--- src/rtl/gmii_ser_pkg.sv ---
// Shared constants and lane record for the two-lane GMII serializer.
// Assumes two byte lanes per input word, lane 0 transmitted first.
package gmii_ser_pkg;
    localparam int unsigned LANE_W = 8;
    localparam int unsigned LANES  = 2;
    localparam int unsigned WORD_W = LANE_W * LANES;

    // One byte lane with its error flag
    typedef struct packed {
        logic              er;
        logic [LANE_W-1:0] d;
    } lane_t;
endpackage

--- src/rtl/ser_lane_pick.sv ---
// Splits an input word into lanes and decides which lane goes out first
// and whether a second lane must be held for the following cycle.
// Assumes lane 0 has priority; a word with only lane 1 enabled sends lane 1.
module ser_lane_pick
    import gmii_ser_pkg::*;
(
    input  logic [WORD_W-1:0] word_d,
    input  logic [LANES-1:0]  word_en,
    input  logic [LANES-1:0]  word_er,
    output logic              first_vld,
    output lane_t             first_lane,
    output logic              second_vld,
    output lane_t             second_lane
);
    lane_t lanes [LANES];

    // Unpack each byte lane with its own error bit
    generate
        for (genvar g = 0; g < LANES; g++) begin : g_unpack
            assign lanes[g].d  = word_d[g*LANE_W +: LANE_W];
            assign lanes[g].er = word_er[g];
        end
    endgenerate

    // Lower lane first; the upper lane is held only when both are enabled
    always_comb begin
        first_vld   = |word_en;
        second_vld  = &word_en;
        first_lane  = word_en[0] ? lanes[0] : lanes[1];
        second_lane = lanes[1];
    end
endmodule

--- src/rtl/ser_pend_reg.sv ---
// Holds the upper-lane byte for the one cycle between the two halves
// of a two-lane word. Assumes it is only loaded while empty.
module ser_pend_reg
    import gmii_ser_pkg::*;
(
    input  logic  clk,
    input  logic  rst_n,
    input  logic  load,
    input  lane_t load_lane,
    output logic  pend_vld,
    output lane_t pend_lane
);
    // Capture on load; the held byte always drains in the next cycle
    always_ff @(posedge clk) begin
        if (!rst_n) begin
            pend_vld  <= 1'b0;
            pend_lane <= '0;
        end else begin
            pend_vld <= load;
            if (load) begin
                pend_lane <= load_lane;
            end
        end
    end
endmodule

--- src/rtl/ser_out_reg.sv ---
// Registers the byte-side outputs. Data and error are zeroed in idle
// cycles so a gap never carries a stale error flag.
module ser_out_reg
    import gmii_ser_pkg::*;
(
    input  logic              clk,
    input  logic              rst_n,
    input  logic              nxt_en,
    input  lane_t             nxt_lane,
    output logic [LANE_W-1:0] out_d,
    output logic              out_en,
    output logic              out_er
);
    // Register the selected byte, or an idle cycle
    always_ff @(posedge clk) begin
        if (!rst_n) begin
            out_en <= 1'b0;
            out_er <= 1'b0;
            out_d  <= '0;
        end else begin
            out_en <= nxt_en;
            out_er <= nxt_en & nxt_lane.er;
            out_d  <= nxt_en ? nxt_lane.d : '0;
        end
    end
endmodule

--- src/rtl/gmii_lane_serializer.sv ---
// Top of the two-lane to one-lane GMII transmit serializer.
// Takes a word whenever in_rdy is high, sends lane 0 then lane 1 and
// drops disabled lanes. Assumes one clock for both sides, with the
// byte rate twice the word rate on average.
module gmii_lane_serializer
    import gmii_ser_pkg::*;
(
    input  logic              clk,
    input  logic              rst_n,
    input  logic [WORD_W-1:0] in_d,
    input  logic [LANES-1:0]  in_en,
    input  logic [LANES-1:0]  in_er,
    output logic              in_rdy,
    output logic [LANE_W-1:0] out_d,
    output logic              out_en,
    output logic              out_er
);
    logic  first_vld, second_vld, pend_vld, load, nxt_en;
    lane_t first_lane, second_lane, pend_lane, nxt_lane;

    ser_lane_pick u_pick (
        .word_d      (in_d),
        .word_en     (in_en),
        .word_er     (in_er),
        .first_vld   (first_vld),
        .first_lane  (first_lane),
        .second_vld  (second_vld),
        .second_lane (second_lane)
    );

    ser_pend_reg u_pend (
        .clk       (clk),
        .rst_n     (rst_n),
        .load      (load),
        .load_lane (second_lane),
        .pend_vld  (pend_vld),
        .pend_lane (pend_lane)
    );

    // A held upper byte blocks new input for one cycle
    assign in_rdy = !pend_vld;

    // Choose the held byte if any, else the first lane of the input word
    always_comb begin
        if (pend_vld) begin
            nxt_en   = 1'b1;
            nxt_lane = pend_lane;
            load     = 1'b0;
        end else begin
            nxt_en   = first_vld;
            nxt_lane = first_lane;
            load     = second_vld;
        end
    end

    ser_out_reg u_out (
        .clk      (clk),
        .rst_n    (rst_n),
        .nxt_en   (nxt_en),
        .nxt_lane (nxt_lane),
        .out_d    (out_d),
        .out_en   (out_en),
        .out_er   (out_er)
    );
endmodule

--- config.mk ---
export PLATFORM = sky130hd
export DESIGN_NAME = gmii_lane_serializer
export DESIGN_NICKNAME = d
export VERILOG_FILES = /design/src/rtl/gmii_ser_pkg.sv /design/src/rtl/ser_lane_pick.sv /design/src/rtl/ser_pend_reg.sv /design/src/rtl/ser_out_reg.sv /design/src/rtl/gmii_lane_serializer.sv
export SDC_FILE = /design/constraint.sdc
export NUM_CORES = 1
export LEC_CHECK = 0
export CORE_MARGIN = 4
export CORE_UTILIZATION = 44
export DETAILED_ROUTE_END_ITERATION = 10
export PLACE_DENSITY = 0.77
export SLEW_MARGIN = 20
export SYNTH_ARGS = -nofsm -noshare
export SYNTH_HDL_FRONTEND = slang
export SYNTH_HIERARCHICAL = 1
export SYNTH_SLANG_ARGS = --single-unit
--- constraint.sdc ---
create_clock -name clk -period 1.4 [get_ports clk]
set_input_delay 0.21 -clock clk [delete_from_list [all_inputs] [get_ports clk]]
set_output_delay 0.21 -clock clk [all_outputs]
set_load 0.05 [all_outputs]
==> flow_summary.yaml <==
outcome:
  status: "completed"
power:
  swShare_pct: 26.4
  p_int_mw: 0.931
  power_mw: 1.26
  irDropWorstVdd_mv: 0.650
  leakage_nw: 0.628
  p_comb_share_pct: 29.7
  clockPowerShare_pct: 20.6
  p_switching_mw: 0.334
  seqPwrFrac_pct: 49.7
  power.density_nw_per_um2: 881
global_routing:
  use_met3_pct: 4.64
  grt_pass1_wl_mm: 3.17
  overflow: 0
  grtUsageMet2_pct: 21.8
  first_global_vias: 686
  grt_usage_pct: 12.9
  grt_max_degree: 21
  antenna_found_initial: 0
  grt_use_met1_pct: 14.4
  grt-busiest-layer: "met2"
floorplanning:
  rows: 17
  num_io_pins: 33
  coreArea_sq_um: 2190
  start_util_pct: 46.1
  die_height_um: 55.9
  die_area_sq_um: 3130
  die_x_um: 55.9
timing:
  min_period_ps: 1310
  rsz0062_at_grt: "no"
  fin_worst_skew_ps: 5.32
  max_freq_mhz: 766
  slew-limit-headroom_pct: 62.5
  setup_viol_count_final: 0
  maxSlewViolCount: 0
  hold_violations: 0
  min_period_over_period_pct: 93.2
  worst_pin_slew_ps: 561
finish:
  fin_cells: 140
  fin_area_sq_um: 1440
  fillers: 174
  multi_input_area_sq_um: 507
  seq_area_sq_um: 402
  nets: 136
  area_growth_pct: 42.0
  finalCoreUtilization_pct: 65.5
  drive_gt1_share_pct: 37.5
  diodes: 0
run:
  maxCapViolCount: 0
clock_network:
  cts_tree: "done"
  clock_latency_ps: 290
  cts_hold_buf: 0
  cts_resized: 2
  htree_levels: 1
  cts_buffer_depth: 2
  cts_setup_buffers: 0
  cts_num_sinks: 20
  cts-root-buf: "clkbuf_4"
  path_clk_slew_ps: 100
  numCtsBuffers: 3
yosys:
  ys_warn_count: 6
  synth.avg_cell_area_sq_um: 12.0
  synth_nets: 106
  synth_cell_types: 12
  syn_area_sq_um: 1010
  syn-instance-count: 84
  ys_seq_area_share_pct: 39.6
  synth-seq-cells: 20
detailed_routing:
  drt-initial-drc-count: 6
  num_vias: 666
  final_antenna_net_count: 0
  wl_per_cell_um: 13.9
  via_per_inst: 4.76
  dr.pass1.iters: 3
  wirelength_mm: 1.95
  drc: 0
place:
  port_buffers: 32
  gp_congestion: 0.764
  place_area_sq_um: 1400
  dp_cells: 137
setup_path:
  cp-start-kind: "register"
  crit_type: "register to output port"
  path_max_fanout: 7
  cp.required_ps: 1190
  cp.arrival_ps: 1100
  cp-end-kind: "output port"
hold_path:
  min_path_type: "register to register"
[cells in the mapped netlist, drive strengths merged]
master	n	share of area (%)
dfxtp	20	40
mux2	18	26
buf	12	10
and3	9	5.6
mux2i	9	8.9
nor2b	9	5.6
and2	3	2.2
or2	2	1.2
and2b	1	0.87
inv	1	0.37
[path summary, 6_finish.rpt]
check | from | end | slack (ps) | cells past startpoint
hold / removal | u_pend/pend_lane[8] | u_pend/pend_lane[8] | 530 | 2
setup / recovery | u_pend/pend_vld | in_rdy | 90 | 3
setup reg to reg | u_pend/pend_vld | u_out/out_d[6] | 250 | 3
hold reg to reg | u_pend/pend_lane[8] | u_pend/pend_lane[8] | 530 | 2
[cell type report]
cell class,instances,share of cell area [%]
inverter,1,0.262
sequential,20,28.0
multi-input combinational,51,35.3
tap,28,2.44
clock buffer,3,1.57
timing repair buffer,37,32.4
[cell families after synthesis]
logic type / share of synthesized area [%]
muxes: 34.5
and+or+nand+nor: 15.5
DFF: 39.6
buffers and inverters: 10.4
[flip-flops by register name (all words and copies together), names as in the netlist]
signal            flops
u_pend/pend_vld       1
u_out/out_er          1
u_pend/pend_lane      9
u_out/out_en          1
u_out/out_d           8
[critical path, cell delays in order, from the launching register on]
cell and delay [ps]:
dfxtp_2 420, buf_4 160, inv_1 50, buf_4 180
[power groups by stage]
| stage | sequential, mW | combinational (mW) | clock [mW] |
|---|---|---|---|
| global route | 0.632 | 0.395 | 0.293 |
| detailed placement | 0.642 | 0.374 | 0 |
| finish | 0.628 | 0.376 | 0.261 |
| global placement | 0.640 | 0.369 | 0 |
| floorplan | 0.696 | 0.155 | 0 |
| CTS | 0.629 | 0.377 | 0.273 |
[per-stage QoR]
step | hold WS (ps) | worst slack (ps) | setup TNS [ps]
final | 531 | 94.9 | 0
after global routing | 561 | 25.7 | 0
after CTS | 533 | -20.3 | -62.4
after detailed placement | 505 | -377 | -6430
after global placement | 497 | -306 | -5650
after floorplan | 338 | 230 | 0
[layer usage]
metal  up-vias  wire [um]
met5         -          0
met4         0         20
met3         2        128
met2        21       1000
met1       308        797
li1        335          -
[placed cells by master, fill, tap and decap left out, drive strengths merged]
| cell | netlist | routed |
|---|---|---|
| and2 | 3 | 3 |
| and2b | 1 | 1 |
| and3 | 9 | 9 |
| buf | 12 | 16 |
| clkbuf | 0 | 3 |
| clkdlybuf4s50 | 0 | 20 |
| dfxtp | 20 | 20 |
| dlymetal6s2s | 0 | 1 |
| inv | 1 | 1 |
| mux2 | 18 | 18 |
| mux2i | 9 | 9 |
| nor2b | 9 | 9 |
| or2 | 2 | 2 |
No activity file was read; power rests on OpenSTA's default activity.
